==> config.mk <==
export PLATFORM = sky130hd
export DESIGN_NAME = op_sample_picker
export DESIGN_NICKNAME = d
export VERILOG_FILES = /design/src/rtl/sample_picker_pkg.sv /design/src/rtl/sp_lfsr.sv /design/src/rtl/sp_interval.sv /design/src/rtl/sp_track.sv /design/src/rtl/op_sample_picker.sv
export SDC_FILE = /design/constraint.sdc
export NUM_CORES = 1
export LEC_CHECK = 0
export BUFFER_PORTS_ARGS = -buffer_cell sky130_fd_sc_hd__buf_2
export CELL_PAD_IN_SITES_DETAIL_PLACEMENT = 1
export CELL_PAD_IN_SITES_GLOBAL_PLACEMENT = 2
export CORE_ASPECT_RATIO = 0.7
export CORE_MARGIN = 4
export CORE_UTILIZATION = 35
export CTS_BUF_LIST = sky130_fd_sc_hd__clkbuf_2
export DETAILED_ROUTE_END_ITERATION = 10
export GPL_TIMING_DRIVEN = 0
export PLACE_DENSITY_LB_ADDON = 0.1
export SYNTH_ARGS = -nofsm -noshare
export SYNTH_HDL_FRONTEND = slang
export SYNTH_SLANG_ARGS = --single-unit
==> constraint.sdc <==
create_clock -name clk -period 5.5 [get_ports clk]
set_input_delay 0 -clock clk [delete_from_list [all_inputs] [get_ports clk]]
set_output_delay 0 -clock clk [all_outputs]
set_load 0.01 [all_outputs]
==> src/rtl/sample_picker_pkg.sv <==
package sample_picker_pkg;
  localparam int LFSR_W = 16;
  localparam logic [LFSR_W-1:0] LFSR_SEED = 16'hACE1;

  // x^16 + x^14 + x^13 + x^11 + 1, left-shifting Fibonacci form
  function automatic logic [LFSR_W-1:0] lfsr_next(input logic [LFSR_W-1:0] s);
    return {s[LFSR_W-2:0], s[15] ^ s[13] ^ s[12] ^ s[10]};
  endfunction
endpackage

==> src/rtl/sp_lfsr.sv <==
module sp_lfsr
  import sample_picker_pkg::*;
(
  input  logic              clk,
  input  logic              rst,
  input  logic              step_i,
  output logic [LFSR_W-1:0] state_o
);
  logic [LFSR_W-1:0] st_q;

  always_ff @(posedge clk) begin
    if (rst)         st_q <= LFSR_SEED;
    else if (step_i) st_q <= lfsr_next(st_q);
  end

  assign state_o = st_q;
endmodule

==> src/rtl/sp_interval.sv <==
module sp_interval #(
  parameter int CW = 17
) (
  input  logic          clk,
  input  logic          rst,
  input  logic          op_valid_i,
  input  logic [CW-1:0] reload_i,
  output logic          fresh_o,
  output logic          expire_o
);
  // cnt_q == 0 means the next operation opens a new interval
  logic [CW-1:0] cnt_q;
  logic [CW-1:0] eff;

  always_comb eff = (cnt_q == '0) ? reload_i : cnt_q;

  assign fresh_o  = op_valid_i && (cnt_q == '0);
  assign expire_o = op_valid_i && (eff == CW'(1));

  always_ff @(posedge clk) begin
    if (rst)             cnt_q <= '0;
    else if (op_valid_i) cnt_q <= expire_o ? '0 : eff - CW'(1);
  end
endmodule

==> src/rtl/sp_track.sv <==
module sp_track #(
  parameter int CNT_W = 32
) (
  input  logic             clk,
  input  logic             rst,
  input  logic             expire_i,
  input  logic             done_i,
  input  logic             clear_i,
  output logic             sel_o,
  output logic             inflight_o,
  output logic [CNT_W-1:0] coll_o
);
  logic             sel_q, busy_q;
  logic [CNT_W-1:0] coll_q;
  logic             take, drop;

  assign take = expire_i && (!busy_q || done_i);
  assign drop = expire_i && busy_q && !done_i;

  always_ff @(posedge clk) begin
    if (rst) begin
      sel_q  <= 1'b0;
      busy_q <= 1'b0;
      coll_q <= '0;
    end else begin
      sel_q <= take;
      if (take)        busy_q <= 1'b1;
      else if (done_i) busy_q <= 1'b0;
      if (clear_i)                   coll_q <= '0;
      else if (drop && !(&coll_q))   coll_q <= coll_q + CNT_W'(1);
    end
  end

  assign sel_o      = sel_q;
  assign inflight_o = busy_q;
  assign coll_o     = coll_q;
endmodule

==> src/rtl/op_sample_picker.sv <==
module op_sample_picker
  import sample_picker_pkg::*;
#(
  parameter int IW           = 16,
  parameter int JIT_W        = 8,
  parameter int MIN_INTERVAL = 8,
  parameter int CNT_W        = 32
) (
  input  logic             clk,
  input  logic             rst,
  input  logic             op_valid,
  input  logic [IW-1:0]    interval_cfg,
  input  logic             jitter_en,
  input  logic             done_strobe,
  input  logic             coll_clear,
  output logic             sample_sel,
  output logic             inflight,
  output logic [CNT_W-1:0] coll_count
);
  localparam int CW = IW + 1;

  logic [LFSR_W-1:0] lfsr_st;
  logic [IW-1:0]     base;
  logic [CW-1:0]     reload;
  logic              fresh, expire;

  always_comb begin
    base   = (interval_cfg == '0) ? IW'(MIN_INTERVAL) : interval_cfg;
    reload = {1'b0, base};
    if (jitter_en) reload = reload + CW'(lfsr_st[JIT_W-1:0]);
  end

  sp_lfsr u_lfsr (
    .clk     (clk),
    .rst     (rst),
    .step_i  (fresh),
    .state_o (lfsr_st)
  );

  sp_interval #(.CW(CW)) u_interval (
    .clk        (clk),
    .rst        (rst),
    .op_valid_i (op_valid),
    .reload_i   (reload),
    .fresh_o    (fresh),
    .expire_o   (expire)
  );

  sp_track #(.CNT_W(CNT_W)) u_track (
    .clk        (clk),
    .rst        (rst),
    .expire_i   (expire),
    .done_i     (done_strobe),
    .clear_i    (coll_clear),
    .sel_o      (sample_sel),
    .inflight_o (inflight),
    .coll_o     (coll_count)
  );
endmodule

# [After elaboration in Yosys (flattened, before gate mapping)]
# Index checks and enable logic that the tools add are counted.
[op_classes] n_addsub=3 eq_ne=1 n_mux=6 n_bitwise=3 reduce_logical=15
[op_table] cell="17-bit two-way mux" n=3
[op_table] cell="32-bit by 1-bit adder with 32-bit output (second input constant)" n=1
[op_table] cell="32-bit AND reduction" n=1
[op_table] cell="16-bit by 8-bit adder with 17-bit output" n=1
[op_table] cell="17-bit by 1-bit equality test with 1-bit output (second input constant)" n=1
[op_table] cell="17-bit zero test" n=1
[op_table] cell="17-bit by 1-bit subtractor with 17-bit output (second input constant)" n=1
[op_table] cell="16-bit zero test" n=1
[op_table] cell="16-bit two-way mux" n=1
[op_table] cell="1-bit logical AND" n=6
[op_table] cell="1-bit zero test" n=3
[op_table] cell="1-bit XOR" n=3
[op_table] cell="1-bit two-way mux" n=2
[op_table] cell="2-bit nonzero test" n=1
[op_table] cell="2-bit OR reduction" n=1
[op_table] cell="1-bit logical OR" n=1
[word_totals] regBits=67 input_bits=22 out_inout_bits=34

# [Logic depth before layout (Yosys ltp)]
# Gate-level depths: netlist of the first run.
[logic_depth] depth_word=10 ltp_mapped=16 mapped_depth_nobuf=12

# [Hierarchy]
# From an unflattened synthesis of the first run, not the netlist that was laid out.
[hier_totals] hier_cells=569 area_unflattened_um2=4693.3
[by_module_without_submodules] mod="sp_track" n_inst=1 cells_each=216 area_each_um2=1839.3
[by_module_without_submodules] mod="sp_interval" n_inst=1 cells_each=209 area_each_um2=1579.0
[by_module_without_submodules] mod="op_sample_picker" n_inst=1 cells_each=89 area_each_um2=655.6
[by_module_without_submodules] mod="sp_lfsr" n_inst=1 cells_each=55 area_each_um2=619.3

# [Least setup slack after synthesis of the first run]
# OpenSTA, ideal clock, no wires.
[synth_timing] path_type="register -> register" start="register u_lfsr.st_q[0] (netlist: u_lfsr.state_o[0])" end="register u_track.coll_q[13] (netlist: u_track.coll_o[13])" setup_time_ps=132 arrival_time_ps=3913 required_time_ps=5368 setup_slack_ps=1454 path_stages_with_launch=16 synth_period_minus_slack_ps=4046 path_cell_list="dfxtp_1 > ha_1 > inv_1 > fa_1 > nand2b_1 > a211oi_4 > o211ai_2 > o2111a_1 > a211o_1 > or4_4 > or4_4 > buf_6 > buf_2 > buf_1 > o31ai_1 > a21oi_1"
[synth_via] elab_chain_len=8
[synth_lines] item="from (decl)" line="sp_lfsr.sv:9" rtl="logic [LFSR_W-1:0] st_q;"
[synth_lines] item="from (signal assigned)" line="sp_lfsr.sv:13" rtl="else if (step_i) st_q <= lfsr_next(st_q);"
[synth_lines] item="16-bit by 8-bit adder with 17-bit output" line="op_sample_picker.sv:30" rtl="if (jitter_en) reload = reload + CW'(lfsr_st[JIT_W-1:0]);"
[synth_lines] item="17-bit two-way mux" line="op_sample_picker.sv:30"
[synth_lines] item="17-bit two-way mux" line="sp_interval.sv:15" rtl="always_comb eff = (cnt_q == '0) ? reload_i : cnt_q;"
[synth_lines] item="17-bit by 1-bit equality test with 1-bit output" line="sp_interval.sv:18" rtl="assign expire_o = op_valid_i && (eff == CW'(1));"
[synth_lines] item="1-bit logical AND" line="sp_interval.sv:18"
[synth_lines] item="1-bit logical AND (2 in series)" line="sp_track.sv:18" rtl="assign drop = expire_i && busy_q && !done_i;"
[synth_lines] item="1-bit logical AND" line="sp_track.sv:30" rtl="else if (drop && !(&coll_q)) coll_q <= coll_q + CNT_W'(1);"
[synth_lines] item="to (signal assigned)" line="sp_track.sv:30"
[synth_lines] item="to (decl)" line="sp_track.sv:14" rtl="logic [CNT_W-1:0] coll_q;"
# No other way between the ends.
# A chain may end at the register's enable or synchronous reset.

# [Final worst setup path of the first run]
[layout_timing] start="register u_interval.cnt_q[6]" end="register u_track.coll_q[20] (netlist: u_track.coll_o[20])"
[layout_via] elab_chain_len=7
[layout_lines] item="from (decl)" line="sp_interval.sv:12" rtl="logic [CW-1:0] cnt_q;"
[layout_lines] item="from (signal assigned)" line="sp_interval.sv:22" rtl="else if (op_valid_i) cnt_q <= expire_o ? '0 : eff - CW'(1);"
[layout_lines] item="17-bit zero test" line="sp_interval.sv:15"
[layout_lines] item="17-bit two-way mux (*)" line="sp_interval.sv:15"
[layout_lines] item="17-bit by 1-bit equality test with 1-bit output (*)" line="sp_interval.sv:18"
[layout_lines] item="1-bit logical AND (*)" line="sp_interval.sv:18"
[layout_lines] item="1-bit logical AND (*) (2 in series)" line="sp_track.sv:18"
[layout_lines] item="1-bit logical AND (*)" line="sp_track.sv:30"
# Mark *: on every way between the ends. The rest lies on a longest branch, timed or not.

==> run_results.csv, run 1 <==
group,metric,value,unit
clocking,clock_latency,0.52,ns
placed_design,pre_cts_slack,0.5207,ns
setup_path,worstSetupStartpointType,"register",
synth,synth_top_area_share,30.41,%
power_and_ir_drop,power.density,409.0,nW/um^2
placed_design,gp_congestion,0.8625,
synth,synth_most_common_cell,"nand2_1",
floorplan,start_util,35.63,%
grt,groute.usage.overall,21.76,%
timing,period_needed,5.143,ns
clocking,cts_buffers,9,
clocking,clock-root-buffer,"clkbuf_2",
finish,multi_input_area,2825,sq um
synth,synthArstFlopShare,0,%
setup_path,required,5.89,ns
finish,diodes,0,
timing,slew_viol_final,0,
drt,firstDrtPassIters,4,
drt,wire_per_inst,19.49,um
timing,fmax,194.4,MHz
synth,synth_cells,572,
synth,synth.top_cells.by_count,"nand2_1 (71), dfxtp_1 (67), a21oi_1 (53), nor2_1 (38), nand3_1 (34)",
clocking,cts_tree,"built",
synth,synth.area.top_cells,"dfxtp_1 (30%), nand2_1 (6.0%), a21oi_1 (6.0%)",
grt,grt_first_pass_wirelength,25.05,mm
placed_design,hpwl,12.18,mm
worst_hold_path,hold_path_class,"in -> reg",
grt,grt_use_met2,30.41,%
synth,synth_cell_types,70,
clocking,post_cts_resized,0,
grt,grt_pass1_vias,4611,
synth,synth_largest_area_cell,"dfxtp_1",
floorplan,boundaryPins,56,
grt,grt_overflow_total,0,
setup_path,cp-end-kind,"register",
clocking,clkSlewWorstSetupHoldPaths,0.19,ns
floorplan,die_w,142.2,um
drt,via_count,4685,
power_and_ir_drop,p_leak,1.903,nW
timing,clock_skew,0.03974,ns
timing,max_slew_margin,28.50,%
floorplan,die_h,101.9,um
drt,drt-vias-per-instance,5.798,
floorplan,coreArea,12380,sq um
drt,drtIter0Drc,254,
finish,drive_gt1_share,14.86,%
grt,grtUsageMet3,3.882,%
clocking,post_cts_buffers,0,
grt,top_usage_layer,"met1",
timing,worst_pin_slew,1.063,ns
clocking,htree_levels,3,
timing,rsz0062_at_grt,"false",
floorplan,rows,34,
status,outcome,"finished clean",
drt,detail-route-antenna-nets,0,
clocking,hold_buffers,4,
setup_path,cp_data_arrival_time,5.53,ns
drt,wirelength,15.75,mm
finish,fillers,1546,
drt,route.detailed.drc,0,
synth,yosysSeqAreaShare,30.41,%
run,maxCapViolations,0,
synth,synth_seq_cells,67,
synth,synth_nets,606,
setup_path,critPathKind,"reg -> reg",
clocking,clockBufferDepth,2,
synth,synthFlopType,"dfxtp_1",
synth,syn_area,4410,sq um
timing,finalWorstSetupSlack,0.3570,ns
power_and_ir_drop,irDropWorstVdd,0.1901,mV
finish,final_nets,675,
grt,antenna_found_initial,0,
timing,min_period_over_period,93.51,%
synth,synth_area_per_cell,7.711,sq um
power_and_ir_drop,power,2.068,mW
timing,final_hold_viol_count,0,
synth,yosysWarnings,0,
timing,setup_tns,0,ns
setup_path,crit_fanout,10,
timing,finalSetupViolCount,0,
finish,seq_area,1341,sq um
clocking,cts.sink_count,67,
synth,synth_enable_flop_cells,0,
finish,area_growth,14.64,%
floorplan,die_area,14490,sq um
placed_design,portBuffers,54,
grt,met1_usage,34.71,%
grt,grt_max_degree,12,
-- kinds of logic (layout without fill, tap and decap cells) --
| group | count (synthesis) | after routing | synth area share, % |
|---|---|---|---|
| compound gates | 150 | 150 | 23.97 |
| xor+xnor | 16 | 16 | 3.177 |
| fa+ha+maj | 12 | 12 | 3.574 |
| buf+inv | 57 | 131 | 5.532 |
| flops | 67 | 67 | 30.41 |
| mux | 7 | 7 | 1.617 |
| simple gates | 263 | 263 | 31.72 |
-- per-stage QoR --
stage	util, %	instances	hold WS [ns]	instance area [sq um]
4_1_cts	40.84	808	0.02381	5056
3_5_place_dp	39.45	788	0.3720	4883
6_report	40.84	808	0.05605	5056
2_1_floorplan	-	572	0.1828	4410
3_3_place_gp	39.45	788	0.3587	4883
5_1_grt	40.84	808	0.05766	5056
-- critical path, stage by stage (launching register included) --
cell	delay, ns
dfxtp_1	0.37
nor4_1	0.48
nand3_1	0.36
nor2_1	0.47
clkbuf_1	0.47
a21oi_1	0.20
inv_1	0.10
ha_1	0.23
o311ai_0	0.19
or4b_1	0.53
or4_4	0.53
buf_6	0.16
buf_2	0.19
buf_1	0.31
o31ai_1	0.33
a21oi_1	0.12
-- flip-flops by register name, summed over array words and instances (netlist names) --
| register | flops |
|---|---|
| u_lfsr.state_o | 16 |
| u_interval.cnt_q | 17 |
| u_track.coll_o | 32 |
| u_track.sel_o | 1 |
| u_track.inflight_o | 1 |
-- routing by layer --
layer  vias to the layer above  part of all wire [%]
li1                       2283                     -
met1                      2306                    55
met2                        85                    41
met3                        11                   3.7
met4                         0                  0.74
met5                         -                     0
-- worst paths after layout --
check                                          from             endpoint  slack, ns  cells past startpoint
worst max-delay path            u_interval.cnt_q[6]   u_track.coll_o[20]       0.36                     15
worst min-delay path                interval_cfg[0]  u_interval.cnt_q[0]       0.06                      5
worst max register to register  u_interval.cnt_q[6]   u_track.coll_o[20]       0.36                     15
worst min register to register    u_lfsr.state_o[8]    u_lfsr.state_o[9]       0.45                      2
-- where the power goes --
part	switching [mW]	internal (mW)
Clock	0.193	0.153
Sequential	0.0743	0.559
Combinational	0.661	0.427
Total	0.929	1.14
-- final cells by class --
cell class	count	area share [%]
Buffer	42	3.712
Clock buffer	11	1.089
Clock inverter	5	1.534
Inverter	15	1.114
Multi-Input combinational cell	448	55.88
Sequential cell	67	26.53
Tap cell	162	4.009
Timing Repair Buffer	58	6.137
-- placed cells by master, fill, tap and decap left out, types with 5 or more instances in the layout --
cell       n
a211o_1    5
a21o_1     5
a21oi_1   53
a22o_1     5
and2_1     5
and3_1    11
buf_1      5
buf_2     60
clkbuf_1  28
clkbuf_2  11
dfxtp_1   67
ha_1      11
inv_1     14
mux2i_1    6
nand2_1   71
nand3_1   34
nand3b_1   9
nand4_1    7
nor2_1    38
nor3_1    14
nor4_1    11
o21ai_0   12
o31ai_1   28
or3_1     15
or4_1     27
xnor2_1   12
Note: power is estimated with default switching activity, not from simulation.
==> run 2, diff against run 1 <==
--- a/config.mk
+++ b/config.mk
@@ -14,6 +14,7 @@
 export CTS_BUF_LIST = sky130_fd_sc_hd__clkbuf_2
 export DETAILED_ROUTE_END_ITERATION = 10
 export GPL_TIMING_DRIVEN = 0
+export HOLD_SLACK_MARGIN = 0.05
 export PLACE_DENSITY_LB_ADDON = 0.1
 export SYNTH_ARGS = -nofsm -noshare
 export SYNTH_HDL_FRONTEND = slang
==> constraint.sdc (replaced) <==
create_clock -name clk -period 5.5 [get_ports clk]
set_input_delay 0.55 -clock clk [delete_from_list [all_inputs] [get_ports clk]]
set_output_delay 0.55 -clock clk [all_outputs]
set_load 0.01 [all_outputs]
==> run 2 against run 1 <==
Cell count shrank 0.50%. Sequential power is essentially flat. Register-to-register slack gained 0.07 ns. Non-clock buffer count shrank 4. Via count is essentially flat. Core utilization shrank 0.32 points. Flip-flop and latch count is the same. Die area is the same. Maximum frequency grew 1.4%. Clock-buffer cell count is the same. First-iteration DRC count shrank 15%. Hold slack gained 0.31 ns. Critical path type unchanged.
==> run_results.csv, run 2 (synthesis results as in run 1) <==
group,metric,value,unit
status,outcome,"finished clean",
clocking,clock_latency,0.51,ns
finish,final_nets,671,
run,maxCapViolations,0,
clocking,post_cts_resized,0,
finish,multi_input_area,2825,sq um
setup_path,cp-end-kind,"register",
timing,final_hold_viol_count,0,
clocking,clock-root-buffer,"clkbuf_2",
grt,grt_max_degree,12,
placed_design,hpwl,12.18,mm
grt,grt_first_pass_wirelength,24.97,mm
drt,drt-vias-per-instance,5.826,
setup_path,worstPathCellList,"nor4_1 -> nand3_1 -> nor2_1 -> clkbuf_1 -> a21oi_1 -> inv_1 -> ha_1 -> o311ai_0 -> or4b_1 -> or4_4 -> buf_6 -> buf_2 -> buf_1 -> o31ai_1 -> a21oi_1",
finish,final_cell_mix,"nand2_1 (71), dfxtp_1 (67), buf_2 (60), a21oi_1 (53), nor2_1 (38)",
drt,firstDrtPassIters,4,
grt,grt_pass1_vias,4597,
finish,fin_area,5016,sq um
timing,setup_tns,0,ns
placed_design,portBuffers,54,
finish,diodes,0,
timing,whs,0.3638,ns
worst_hold_path,worstHoldStart,"done_strobe",
clocking,cts_buffers,9,
finish,layout_commonest_cell,"nand2_1",
drt,drtIter0Drc,215,
setup_path,r2r-start,"u_interval.cnt_q[7]",
timing,period_needed,5.070,ns
setup_path,crit_top_cell,"a21oi_1",
clocking,clkSlewWorstSetupHoldPaths,0.20,ns
finish,seq_area,1341,sq um
timing,max_slew_margin,28.50,%
timing,rsz0062_at_grt,"false",
drt,detail-route-antenna-nets,0,
floorplan,coreArea,12380,sq um
power_and_ir_drop,power.density,410.9,nW/um^2
worst_hold_path,hold_path_class,"in -> reg",
floorplan,start_util,35.63,%
setup_path,required,5.89,ns
drt,wirelength,15.74,mm
timing,slew_viol_final,0,
setup_path,max_stage_delay,0.53,ns
timing,clock_skew,0.03843,ns
grt,groute.usage.overall,21.70,%
setup_path,critical_path.slowest_cell,"or4b_1",
placed_design,gp_congestion,0.8625,
drt,route.detailed.drc,0,
timing,fmax,197.2,MHz
finish,fin_util,40.52,%
timing,worst_pin_slew,1.063,ns
setup_path,cp_data_arrival_time,5.46,ns
timing,finalSetupViolCount,0,
clocking,htree_levels,3,
finish,fillers,1549,
clocking,clockBufferDepth,2,
clocking,cts_tree,"built",
placed_design,placed_area,4883,sq um
floorplan,die_area,14490,sq um
setup_path,startpoint,"u_interval.cnt_q[7]",
drt,wire_per_inst,19.58,um
floorplan,die_w,142.2,um
clocking,post_cts_buffers,0,
drt,via_count,4684,
finish,area_growth,13.73,%
finish,drive_gt1_share,14.95,%
grt,antenna_found_initial,0,
floorplan,rows,34,
clocking,hold_buffers,0,
setup_path,crit_fanout,10,
power_and_ir_drop,irDropWorstVdd,0.1913,mV
finish,largest_reg_flops,32,
clocking,cts.sink_count,67,
setup_path,worstSetupStartpointType,"register",
floorplan,boundaryPins,56,
setup_path,critPathKind,"reg -> reg",
grt,grt_overflow_total,0,
floorplan,die_h,101.9,um
power_and_ir_drop,p_leak,1.886,nW
timing,min_period_over_period,92.18,%
run 2: final timing paths:
kind | end | slack [ns] | depth (start not counted)
hold reg to reg | u_lfsr.state_o[9] | 0.45 | 2
setup reg to reg | u_track.coll_o[20] | 0.43 | 15
setup / recovery | u_track.coll_o[20] | 0.43 | 15
hold / removal | u_track.sel_o | 0.36 | 3
run 2: metrics by stage:
stage	total power, mW	setup WS, ns	instances
2_1_floorplan	1.430	1.174	572
3_3_place_gp	1.682	0.1973	788
3_5_place_dp	1.717	0.2030	788
4_1_cts	2.071	0.5107	804
5_1_grt	2.237	0.06008	804
6_report	2.061	0.4302	804
run 2: report_power, final:
part	internal, mW	switching (mW)	leakage, nW	total (mW)
registers	0.559	0.0737	0.543	0.633
logic	0.425	0.659	1.26	1.08
clock network	0.153	0.192	0.0819	0.344
total	1.14	0.925	1.89	2.06
run 2: layout make-up:
type,instances,area share [%]
Inverter,15,1.122
Tap cell,162,4.041
Clock buffer,11,1.098
Timing Repair Buffer,54,5.388
Sequential cell,67,26.74
Multi-Input combinational cell,448,56.32
Clock inverter,5,1.547
Buffer,42,3.742
run 2: metal layers:
metal  global-route usage [%]  wire, um
met5                        0         0
met4                    3.687       117
met3                    3.882       590
met2                    30.34      6394
met1                    34.59      8639
run 2: worst max-delay path: cells and delay by family (launching register included):
family	cells	cell delay, ns
AO/OA/AOI/OAI	4	0.83
buffers and inverters	5	1.22
flip-flops	1	0.38
AND/OR/NAND/NOR	5	2.34
adder cells (fa/ha/maj)	1	0.22
